### src/rtl/adc_cmd_seq.sv
module adc_cmd_seq #(
  parameter int W        = 10,
  parameter int NCH      = 3,
  parameter bit STRAP_ID = 1'b1
) (
  input  logic         clk,
  input  logic         rst_n,
  input  logic [2:0]   dev_addr,
  input  logic         cmd_valid,
  input  logic [7:0]   cmd_byte,
  input  logic         lim_hi,
  input  logic [W-1:0] lim_wdata,
  input  logic         ack_end,
  input  logic         alert_clr,
  input  logic         adc_ready,
  input  logic [W-1:0] adc_result,
  output logic         acq,
  output logic         conv_start,
  output logic [1:0]   conv_ch,
  output logic         rd_valid,
  output logic [W-1:0] rd_data,
  output logic         alert_n
);
  localparam logic [1:0] LAST = 2'(NCH - 1);
  localparam logic [W-1:0] TOP = {W{1'b1}};

  typedef enum logic [1:0] {S_IDLE, S_ACQ, S_CONV} st_t;
  st_t st;

  logic [W-1:0] hi_q [NCH];
  logic [W-1:0] lo_q [NCH];
  logic [NCH-1:0] flags;
  logic auto_q, rep_q, rdo_q;

  wire [3:0] my_id = STRAP_ID ? {dev_addr, 1'b1} : 4'b1001;
  wire       hit   = cmd_valid && (cmd_byte[7:4] == my_id);
  wire       c_op  = cmd_byte[3];
  wire [1:0] c_ch  = cmd_byte[2:1];
  wire       c_rm  = cmd_byte[0];
  wire       c_ok  = c_ch <= LAST;

  wire       last  = conv_ch == LAST;
  wire [1:0] nxt   = auto_q ? (last ? 2'd0 : conv_ch + 2'd1) : conv_ch;
  wire       more  = rep_q || (auto_q && !last);
  wire       done  = (st == S_CONV) && adc_ready && !hit;
  wire       oor   = (adc_result > hi_q[conv_ch]) || (adc_result < lo_q[conv_ch]);
  wire [NCH-1:0] set_v = (done && oor) ? ({{(NCH-1){1'b0}}, 1'b1} << conv_ch) : '0;

  assign acq     = st == S_ACQ;
  assign alert_n = ~|flags;

  always_ff @(posedge clk or negedge rst_n) begin
    if (!rst_n) begin
      st         <= S_IDLE;
      conv_start <= 1'b0;
      conv_ch    <= 2'd0;
      rd_valid   <= 1'b0;
      rd_data    <= '0;
      auto_q     <= 1'b0;
      rep_q      <= 1'b0;
      rdo_q      <= 1'b0;
      flags      <= '0;
      for (int i = 0; i < NCH; i++) begin
        hi_q[i] <= TOP;
        lo_q[i] <= '0;
      end
    end else begin
      conv_start <= 1'b0;
      rd_valid   <= 1'b0;
      flags      <= (alert_clr ? '0 : flags) | set_v;
      if (hit) begin
        if (!c_op) begin
          st      <= S_ACQ;
          auto_q  <= c_ch == 2'd3;
          conv_ch <= (c_ch == 2'd3) ? 2'd0 : c_ch;
          rep_q   <= !c_rm;
          rdo_q   <= c_rm;
        end else begin
          st <= S_IDLE;
          if (c_ok) begin
            if (c_rm) begin
              rd_valid <= 1'b1;
              rd_data  <= lim_hi ? hi_q[c_ch] : lo_q[c_ch];
            end else if (lim_hi) begin
              hi_q[c_ch] <= lim_wdata;
            end else begin
              lo_q[c_ch] <= lim_wdata;
            end
          end
        end
      end else begin
        case (st)
          S_ACQ: if (ack_end) begin
            st         <= S_CONV;
            conv_start <= 1'b1;
          end
          S_CONV: if (adc_ready) begin
            if (rdo_q) begin
              rd_valid <= 1'b1;
              rd_data  <= adc_result;
            end
            if (more) begin
              conv_ch    <= nxt;
              conv_start <= 1'b1;
            end else begin
              st <= S_IDLE;
            end
          end
          default: ;
        endcase
      end
    end
  end
endmodule

### config.mk
export PLATFORM = sky130hd
export DESIGN_NAME = adc_cmd_seq
export DESIGN_NICKNAME = d
export VERILOG_FILES = /design/src/rtl/adc_cmd_seq.sv
export SDC_FILE = /design/constraint.sdc
export NUM_CORES = 1
export LEC_CHECK = 0
export ABC_AREA = 1
export BUFFER_PORTS_ARGS = -buffer_cell sky130_fd_sc_hd__buf_4
export CORE_ASPECT_RATIO = 0.75
export CORE_MARGIN = 5
export CORE_UTILIZATION = 35
export CTS_BUF_LIST = sky130_fd_sc_hd__clkbuf_8
export DETAILED_ROUTE_END_ITERATION = 8
export PLACE_DENSITY = 0.62
export SETUP_SLACK_MARGIN = 0.3
export SYNTH_ARGS = -nofsm -noshare
export SYNTH_HDL_FRONTEND = slang
export SYNTH_SLANG_ARGS = --single-unit
export TNS_END_PERCENT = 50
### constraint.sdc
create_clock -name clk -period 3 [get_ports clk]
set_clock_uncertainty 0.05 [all_clocks]
set_input_delay 0.6 -clock clk [delete_from_list [all_inputs] [get_ports clk]]
set_output_delay 0.6 -clock clk [all_outputs]
set_load 0.02 [all_outputs]
Word-level counts from Yosys, hierarchy flattened
Cells that the tools add are included.

cells by class
  add/sub/neg operators = 1
  $lt $le $gt $ge = 6
  equality and inequality tests = 12
  shift-type cells = 1
  multiplexer cells = 52
  bitwise gates (word level) = 6
  reductions and logical operators = 25

operator list
  kind                                                                     number
  10-bit 2-to-1 mux                                                        17
  10-bit binary-select mux with 2-bit select                               4
  30-bit bitwise mux                                                       2
  2-bit 2-to-1 mux                                                         12
  10-bit demux with 2-bit select                                           1
  5-bit AND reduction                                                      3
  1-bit 2-to-1 mux                                                         12
  10-bit greater-than comparator                                           1
  10-bit < comparator                                                      1
  2-bit nonzero test                                                       5
  2-bit equality test, second input constant                               3
  3-bit greater-or-equal comparator, second input constant                 2
  1-bit logical AND                                                        6
  3-bit 2-to-1 mux                                                         2
  2-bit inequality test, second input constant                             3
  3-bit inequality test, second input constant                             2
  2-bit NOT with 3-bit output                                              2
  6-bit AND reduction                                                      1
  4-bit equality test                                                      1
  1-bit zero test                                                          4
  2-bit one-hot mux with 2 select lines                                    1
  4-bit AND reduction                                                      1
  3-bit by 1-bit < comparator with 1-bit output, second input constant     1
  3-bit by 2-bit inequality test with 1-bit output, second input constant  1
  other kinds (12)                                                         15

word-level totals
  bits in registers = 82
  input bits = 38
  output and inout bits = 16
  word-level logic and storage cells = 118

Depth between registers and ports, before layout
Gate-level depths: netlist (run 1).

  word-level depth = 9
  depth in mapped cells = 16
  gate-level depth less buffers = 15

Worst setup path before layout (run 1)
No wires, ideal clock.

  path kind = reg-to-reg
  start = reg conv_ch[1]
  end = reg flags[2]
  library setup time = 0.118 ns
  data arrival time = 2.184 ns
  data required time = 2.832 ns
  setup slack = 0.648 ns
  cell stages (with the launch flop) = 16
  buffers on the path = 1
  clock period less this slack = 2.352 ns
  cell sequence = dfrtp_1 -> inv_1 -> nor2_4 -> clkbuf_1 -> nand2_1 -> nand2_1 -> a21oi_1 -> ha_1 -> nand2_1 -> nor2_1 -> nand3_1 -> nand3b_1 -> nand2_1 -> nand2_1 -> nand3_1 -> nand2_1

on the way
  longest elaborated chain between the ends = 9
  elaborated cells on any way between the ends = 14
  those cells by class = order compare: 2; shift: 1; mux: 7; bitwise: 2; reduce/logical: 2

RTL lines
  what                                                                          line  text
  from (decl)                                                                   19    output logic [1:0] conv_ch,
  from (signal assigned)                                                        75    conv_ch <= (c_ch == 2'd3) ? 2'd0 : c_ch;
  from (signal assigned)                                                        103   conv_ch <= nxt;
  2-bit NOT with 3-bit output (implied by the code)                             46    wire oor = (adc_result > hi_q[conv_ch]) || (adc_result < lo_q[conv_ch]);
  10-bit binary-select mux with 2-bit select                                    46
  10-bit 2-to-1 mux (implied by the code) (2 in a row)                          46
  10-bit greater-than comparator / 10-bit < comparator (equally long branches)  46
  1-bit logical OR                                                              46
  1-bit logical AND                                                             47    wire [NCH-1:0] set_v = (done && oor) ? ({{(NCH-1){1'b0}}, 1'b1} << conv_ch) : '0;
  3-bit 2-to-1 mux (*)                                                          47
  3-bit OR (*)                                                                  70    flags <= (alert_clr ? '0 : flags) | set_v;
  to (signal assigned)                                                          70
  to (decl)                                                                     32    logic [NCH-1:0] flags;

Mark *: on every way between the ends. The rest lies on a longest branch, timed or not. The select of a mux whose other input is x is not followed.
A chain may end at the register's enable or synchronous reset.

Worst setup path in the final report (run 1)
  start = reg conv_ch[0]
  end = reg flags[0]

The elaborated chain is that of the path after synthesis.

==> out/results.tsv, run 1 <==
metric	value	unit
tns	0	ps
yosysTopAreaCellShare	26.8	%
crit_path_end_kind	register	
clockRootBuffer	clkbuf_8	
worst_slew_pin_slew	700	ps
yosys-top-cells-area	dfrtp_1, nand2_1, dfstp_2, nand3_1, ha_1	
rsz0062_at_grt	no	
p_leak	2.80	nW
min_path_type	in2async	
timing.final.crit_share	83.1	%
diodes	0	
antenna_found_initial	0	
synth_ff_type	dfrtp_1	
outcome	complete, no violations	
syn_avg_cell_area	7.60	um2
drive_gt1_share	18.8	%
drtIter0Drc	449	
start_util	35.5	%
io_pins	54	
dpl_worst_slack	423	ps
grt_overflow	0	
grt_pass1_wl	24600	um
cts_buffer_depth	2	
clk_latency	380	ps
finalHoldViolations	0	
drc_errors	0	
synth_area	4850	um2
fillers	1393	
timing.slew.headroom	53.3	%
p_per_area	586	nW/um2
cts_inserted_buffers	9	
track_usage	18.9	%
setup.worst_path.start_class	register	
port_buffers	53	
syn-num-nets	697	
period_minus_slack	2490	ps
antenna_left	0	
synth.distinct_cells	32	
vias	4617	
slew_viol_final	0	
cp.required	3260	ps
ys_ff_latch	82	
die_w	146	um
cts_sinks	82	
grt_pass1_vias	4309	
r2r-end	flags[0]	
async_flop_share	100	%
place.gp.congestion	0.907	
synthCells	638	
synth-edff-count	0	
core_area	13700	um2
vias_per_cell	5.34	
finalWirelength	15200	um
reg2reg_slack	510	ps
yosysTopAreaCell	dfrtp_1	
h-tree-depth	3	
yosys_warnings	0	
path_clk_slew	100	ps
drv_cap	0	
grt_max_degree	83	
die_h	112	um
rows	37	
seq_area_frac_synth	43.1	%
max_freq	0.401	GHz
cts_tree	yes	
die_area	16300	um2
fin_nets	744	
reg2reg_depth	14	
timing.final.ws_setup	507	ps
area_growth	16.2	%
dp_hpwl	11000	um
drt-pass1-iter-count	5	
setup-violations-final	0	
crit_arrival	2750	ps
critPathKind	reg2reg	
path_max_fanout	21	
peakVddDrop	0.000221	V
reg2reg_from	conv_ch[0]	
avgRoutedWirePerCell	17.6	um
-- worst max-delay path: stages (launching register included) --
cell      delay (ps)
dfrtp_2          480
inv_1            140
nor2_1            50
buf_4            220
a221oi_1         380
ha_1             320
nand2_1           70
inv_1             30
o21ai_0          130
a21oi_1           90
nor2_1           120
nand2_1           70
nand2_1          100
nand3_1           90
nand2_1           70
-- area by class of cell --
type	count	area, um2	share of cell area (%)
Multi-Input combinational cell	487	2440	43.3
Sequential cell	82	2090	37.1
Timing Repair Buffer	65	513	9.10
Tap cell	175	219	3.88
Inverter	40	155	2.75
Clock buffer	9	124	2.20
Clock inverter	7	93.8	1.66
-- cells in the mapped netlist (2+ instances only) --
library cell,number
a21oi_1,23
a221oi_1,11
a22oi_1,11
buf_2,10
buf_4,4
buf_6,6
clkbuf_1,8
dfrtp_1,52
dfstp_2,30
ha_1,21
inv_1,38
nand2_1,251
nand2_2,7
nand3_1,105
nand4_1,4
nor2_1,20
nor2_4,2
nor3_1,2
nor3_4,2
o2111ai_1,5
o211ai_1,6
o21a_1,2
o21ai_0,9
-- sequential cells by signal, summed over array words and instances (netlist names) --
register	count
lo_q	30
rd_valid	1
rep_q	1
auto_q	1
flags	3
rdo_q	1
hi_q	30
conv_ch	2
conv_start	1
rd_data	10
st	2
-- metrics by stage --
| step | hold WS [ps] | total power [W] | cell area [um2] | utilization (%) | instances |
|---|---|---|---|---|---|
| floorplan | 254 | 0.00192 | 4850 | - | 638 |
| global placement | 403 | 0.00232 | 5370 | 39.3 | 846 |
| detailed placement | 410 | 0.00234 | 5370 | 39.3 | 846 |
| CTS | 210 | 0.00326 | 5590 | 40.9 | 862 |
| global route | 233 | 0.00347 | 5640 | 41.3 | 865 |
| finish | 166 | 0.00330 | 5640 | 41.3 | 865 |
-- metal layers --
layer,wire length [um],global-route usage (%),vias up
met5,0,0,-
met4,144,3.35,0
met3,1520,5.17,13
met2,5880,25.4,234
met1,7670,30.0,2154
li1,-,-,2216
-- power breakdown --
group / internal (W) / switching, W
registers: 0.00125 / 0.000108
logic: 0.000369 / 0.000648
clock network: 0.000471 / 0.000456
-- cells by family after synthesis --
logic type	share of synthesized area [%]
compound gates	9.41
xor+xnor	0.181
fa+ha+maj	5.42
buf+inv	6.86
flops	43.1
simple gates	35.1
-- placed cells by master, fill, tap and decap left out, drive strengths merged, types with 4 or more instances in the layout --
master,netlist,final
o2111ai,5,5
buf,21,65
ha,21,21
nand4,4,4
a221oi,11,11
inv,39,41
o21ai,9,9
nand3,106,106
clkbuf,8,9
o211ai,6,6
a21oi,23,23
nor2,23,23
dfrtp,52,52
a22oi,11,11
dfstp,30,30
nor3,4,4
nand2,258,258
-- timing repair --
item | CTS | global route
endpoints found under the setup margin | 0 | 3
buffers inserted | 0 | 3
hold buffers | 0 | 0
gates resized for setup | 0 | 4
-- worst max path at each step --
stage               start  endpoint
2_1_floorplan  conv_ch[1]  flags[2]
3_3_place_gp   conv_ch[1]  flags[2]
3_5_place_dp   conv_ch[1]  flags[0]
4_1_cts        conv_ch[1]  flags[0]
5_1_grt        conv_ch[0]  flags[0]
6_report       conv_ch[0]  flags[0]
No activity file was read; power rests on OpenSTA's default activity.
==> run 2, diff against run 1 <==
Settings changed: PLACE_DENSITY 0.62 to 0.64.
Clock period 3 ns to 2.2 ns, I/O delays scaled along.
==> run 2 against run 1 <==
Power is 44% higher. Fmax is 15% higher. Worst hold slack better by 96 ps. Setup slack worse by 470 ps. Sequential share of layout area is 2.1 points lower. Core utilization is 2.5 points higher. Flip-flop and latch count stayed put. Clock power is 29% higher. Count of clock-buffer cells in the layout stayed put. Critical endpoint unchanged.
==> out/results.tsv, run 2 (synthesis results as in run 1) <==
metric	value	unit	change
path_max_fanout	4		-81%
cp-startpoint	conv_ch[1]		
slew_viol_final	0		unchanged
drive_gt1_share	24.1	%	+5.2 points
io_pins	54		unchanged
start_util	35.5	%	unchanged
cts_sinks	82		unchanged
max_freq	0.463	GHz	+15%
drt-pass1-iter-count	5		unchanged
h-tree-depth	3		unchanged
p_per_area	796	nW/um2	+36%
wl_met3	1350	um	-11%
drtIter0Drc	377		-16%
grt_pass1_wl	24900	um	+1.3%
finalHoldViolations	0		unchanged
antenna_found_initial	0		unchanged
p_comb_share	35.7	%	+4.9 points
met1_length	7930	um	+3.4%
setup-violations-final	0		unchanged
die_area	16300	um2	unchanged
holdCritStartpoint	cmd_byte[0]		
outcome	complete, no violations		
timing.final.crit_share	98.3	%	+15 points
cts_buffer_depth	2		unchanged
setup.worst_path.start_class	register		
timing.slew.headroom	65.9	%	+13 points
clk_latency	390	ps	about the same
vias	4724		+2.3%
internal_power	0.00298	W	+43%
period_minus_slack	2160	ps	-331 ps
cts_tree	yes		
track_usage	19.4	%	+0.54 points
port_buffers	53		unchanged
fillers	1365		-2.0%
peakVddDrop	0.000288	V	+30%
path_clk_slew	90	ps	about the same
dp_hpwl	12000	um	+8.8%
core_area	13700	um2	unchanged
seqPwrFrac	39.1	%	-2.0 points
worst_slew_pin_slew	510	ps	-190 ps
clockRootBuffer	clkbuf_8		
die_h	112	um	unchanged
avgRoutedWirePerCell	17.8	um	+1.0%
p_switching	0.00178	W	+47%
crit_path_end_kind	register		
grt_overflow	0		unchanged
grt_max_degree	40		-52%
reg_top3	hi_q: 30 flops, lo_q: 30 flops, rd_data: 10 flops		
drc_errors	0		unchanged
drv_cap	0		unchanged
mostFrequentLayoutCell	nand2_1		
critPathKind	reg2reg		
final_area	5980	um2	+6.1%
switching_share	37.3	%	+0.64 points
area_growth	23.3	%	
cts_inserted_buffers	9		unchanged
place_inst	861		+1.8%
power.total	0.00476	W	+44%
die_w	146	um	unchanged
layout_common_cells	nand2_1, nand3_1, buf_4		
crit_arrival	2390	ps	-360 ps
p_clk_share	25.2	%	-2.9 points
cp.required	2420	ps	-840 ps
regArea	2090	um2	about the same
p_leak	2.93	nW	+4.6%
diodes	0		unchanged
rsz0062_at_grt	yes		
finalWirelength	15700	um	+3.4%
instances_no_fill	885		+2.3%
multi_input_area	2590	um2	+5.9%
placed_area	5540	um2	+3.1%
fin_nets	764		+2.7%
rows	37		unchanged
vias_per_cell	5.34		about the same
antenna_left	0		unchanged
place.gp.congestion	0.902		-0.55%
reg2reg_from	conv_ch[1]		
min_path_type	in2reg		
grt_pass1_vias	4471		+3.8%
wl_met2	6210	um	+5.7%
top_layer_used	met4		
[run 2: changes by cell type in the layout (fill, tap and decap cells not counted), moves of 3 or more]
cell      delta
nor2_4       +3
nor2_1       -7
a221oi_4     +5
inv_1        -3
inv_2        +3
o21ai_1      +3
nor2_2       +4
buf_4       +14
o21ai_0      -3
a221oi_1     -7
[run 2: timing repair]
action	in CTS	in global routing
endpoints found under the setup margin	3	5
pin swaps	8	10
hold buffers	1	0
cloned	1	0
setup buffers	4	2
gates resized for setup	19	11
endpoints found under the hold margin	26	0
[run 2: cell type report]
| cell class | instances | share of cell area (%) |
|---|---|---|
| Clock buffer | 9 | 2.07 |
| Clock inverter | 7 | 1.38 |
| Inverter | 40 | 2.53 |
| Multi-Input combinational cell | 487 | 43.3 |
| Sequential cell | 82 | 35.0 |
| Tap cell | 175 | 3.66 |
| Timing Repair Buffer | 85 | 12.1 |
[run 2: through the flow]
stage | worst slack (ps) | TNS, ps | utilization, % | hold slack [ps]
6_report | 38.0 | 0 | 43.8 | 261
3_5_place_dp | -18.8 | -39.3 | 40.5 | 355
4_1_cts | 73.2 | 0 | 43.5 | 251
3_3_place_gp | 55.4 | 0 | 40.5 | 349
2_1_floorplan | 139 | 0 | - | 94.4
5_1_grt | -102 | -287 | 43.8 | 256
[run 2: metal layers]
layer,vias up,GRT usage [%]
met2,189,26.4
met5,-,0
met3,19,5.57
li1,2253,-
met4,0,4.74
met1,2263,29.9
[run 2: path summary, 6_finish.rpt]
check / endpoint / slack [ps] / cells past startpoint
max in group asynchronous: hi_q[26] / 990 / 3
worst max-delay path: flags[0] / 40 / 14
worst min register to register: hi_q[0] / 420 / 2
worst min-delay path: rdo_q / 260 / 3
min in group asynchronous: rd_data[3] / 470 / 2
worst max register to register: flags[0] / 40 / 14
[run 2: critical path: stages (launching register included)]
cell	delay [ps]
dfrtp_2	470
inv_2	100
buf_4	100
buf_4	100
nor2_1	50
a221oi_2	220
ha_1	300
a21oi_1	160
o21ai_1	90
nand2_1	70
nand3_1	80
nand2_1	90
nand2_2	70
nand3_1	60
nand2_1	50
[run 2: power groups by stage]
stage / registers (W) / logic, W / clock network, W
after floorplan: 0.00198 / 0.000709 / 0
after global placement: 0.00187 / 0.00139 / 0
after detailed placement: 0.00188 / 0.00141 / 0
after CTS: 0.00186 / 0.00164 / 0.00121
after global routing: 0.00189 / 0.00186 / 0.00127
final: 0.00186 / 0.00170 / 0.00120
==> run 3, diff against run 2 <==
Settings changed: BUFFER_PORTS_ARGS -buffer_cell sky130_fd_sc_hd__buf_4 to default, DONT_BUFFER_PORTS from default to 1, PLACE_DENSITY 0.64 to 0.61, REMOVE_ABC_BUFFERS from default to 1.
==> run 3 against run 2 <==
The run now ends with negative hold slack, negative setup slack left. Core utilization is 3.6 points lower. Flip-flop and latch count unchanged. Non-clock buffer count shrank 45. Worst hold slack got worse by 560 ps. Combinational power shrank 22%. Sequential power is 6% higher. Setup slack worse by 67 ps. Largest cell class unchanged.
==> out/results.tsv, run 3 (synthesis results as in run 1) <==
metric	value	unit	change
area_growth	13.1	%	
tns	-74.7	ps	-74.7 ps
grt_pass1_vias	4620		+3.3%
setup.worst_path.start_class	register		
outcome	complete, but fails checks		
drive_gt1_share	17.6	%	-6.5 points
io_pins	54		unchanged
avgRoutedWirePerCell	18.5	um	+4.0%
grt_pass1_wl	24900	um	about the same
cts_inserted_buffers	9		unchanged
min_path_type	in2async		
h-tree-depth	3		unchanged
dp_hpwl	10700	um	-11%
drv_cap	0		unchanged
worst_slew_pin_slew	596	ps	+85.9 ps
grt_overflow	0		unchanged
timing.final.ws_setup	-28.7	ps	-66.7 ps
violations	negative hold slack, negative setup slack		
track_usage	19.2	%	-0.19 points
final_area	5490	um2	-8.2%
place_inst	814		-5.5%
rsz0062_at_grt	yes		
placed_area	5130	um2	-7.4%
vias	4675		-1.0%
drtIter0Drc	477		+27%
vias_per_cell	5.56		+4.1%
start_util	35.5	%	unchanged
p_per_area	808	nW/um2	+1.6%
reg_top3	hi_q: 30 flops, lo_q: 30 flops, rd_data: 10 flops		
crit_path_end_kind	register		
dpl_worst_slack	-115	ps	-96.5 ps
die_w	146	um	unchanged
period_minus_slack	2230	ps	+66.7 ps
cts_tree	yes		
cts_sinks	82		unchanged
finalWirelength	15500	um	-1.2%
diodes	0		unchanged
setup-violations-final	3		+3
cts_buffer_depth	2		unchanged
drt-pass1-iter-count	6		+1
critPathKind	reg2reg		
peakVddDrop	0.000322	V	+12%
cp.required	2460	ps	+40 ps
max_freq	0.449	GHz	-3.0%
p_leak	2.67	nW	-8.7%
clk_latency	380	ps	about the same
drc_errors	0		unchanged
path_clk_slew	90	ps	about the same
fin_nets	720		-5.8%
die_area	16300	um2	unchanged
port_buffers	0		-100%
reg2reg_slack	-30	ps	-70 ps
path_max_fanout	5		+1
rows	37		unchanged
crit_arrival	2490	ps	+100 ps
finalHoldViolations	82		+82
reg2reg_from	conv_ch[1]		
antenna_found_initial	0		unchanged
timing.slew.headroom	60.2	%	-5.7 points
cp-startpoint	conv_ch[1]		
slew_viol_final	0		unchanged
layout_common_cells	nand2_1, nand3_1, dfrtp_1		
timing.final.crit_share	101	%	+3.0 points
power.total	0.00444	W	-6.8%
core_area	13700	um2	unchanged
die_h	112	um	unchanged
mostFrequentLayoutCell	nand2_1		
instances_no_fill	841		-5.0%
grt_max_degree	83		+110%
clockRootBuffer	clkbuf_8		
antenna_left	0		unchanged
place.gp.congestion	0.883		-2.1%
whs	-302	ps	-563 ps
-- run 3: changes by cell type in the layout (fill, tap and decap cells not counted), sizes merged --
| cell | before | now |
|---|---|---|
| buf | 83 | 39 |
| clkbuf | 9 | 11 |
| clkinvlp | 1 | 3 |
| inv | 43 | 41 |
| bufbuf | 1 | 0 |
| clkinv | 2 | 1 |
| dlygate4sd3 | 1 | 0 |
| nor2 | 23 | 24 |
-- run 3: layer usage --
layer  global-route usage, %  vias up  part of all wire [%]
li1                        -     2169                     -
met1                    26.9     2253                    45
met2                    28.5      221                    43
met3                    5.98       32                    10
met4                    5.88        0                   1.8
met5                       0        -                     0
-- run 3: final timing paths --
| path | to | depth (start not counted) |
|---|---|---|
| worst min register to register | hi_q[0] | 2 |
| worst max-delay path | flags[1] | 13 |
| min in group clk | hi_q[17] | 2 |
| worst min-delay path | lo_q[4] | 0 |
| max in group asynchronous | hi_q[21] | 0 |
| worst max register to register | flags[1] | 13 |
-- run 3: through the flow --
stage / util (%) / hold slack (ps)
final: 40.2 / -302
after global routing: 40.2 / -324
after CTS: 40.0 / -307
after detailed placement: 37.6 / 100
after global placement: 37.6 / 99.1
after floorplan: - / 94.4
-- run 3: where the power goes --
| part | total [W] | switching (W) | internal, W |
|---|---|---|---|
| sequential | 0.00197 | 0.000267 | 0.00171 |
| clock | 0.00113 | 0.000586 | 0.000547 |
| combinational | 0.00133 | 0.000779 | 0.000552 |
| total | 0.00444 | 0.00163 | 0.00281 |
-- run 3: what timing repair did --
item                                   in CTS  in global routing
endpoints found under the hold margin      82                 82
buffers inserted                            8                  1
setup endpoints to repair                   4                  3
cloned                                      1                  1
pin swaps                                   8                  1
gates resized for setup                    21                  5
-- run 3: critical path, stage by stage (launching register included) --
cell      delay, ps
dfrtp_2         470
inv_4           110
nor2_4           70
buf_4           150
buf_4           140
a221oi_2        260
ha_1            300
a21oi_2         130
o21ai_0          80
nor2_1          110
nand2_1          80
nand2_2          80
nand3_1          60
nand2_1          70
-- run 3: cell type report --
type                            instances  area, um2
Tap cell                              175        219
Sequential cell                        82       2090
Fill cell                            1358       8170
Clock buffer                           10        138
Inverter                               40        154
Multi-Input combinational cell        488       2490
Timing Repair Buffer                   40        332
Clock inverter                          6       60.1
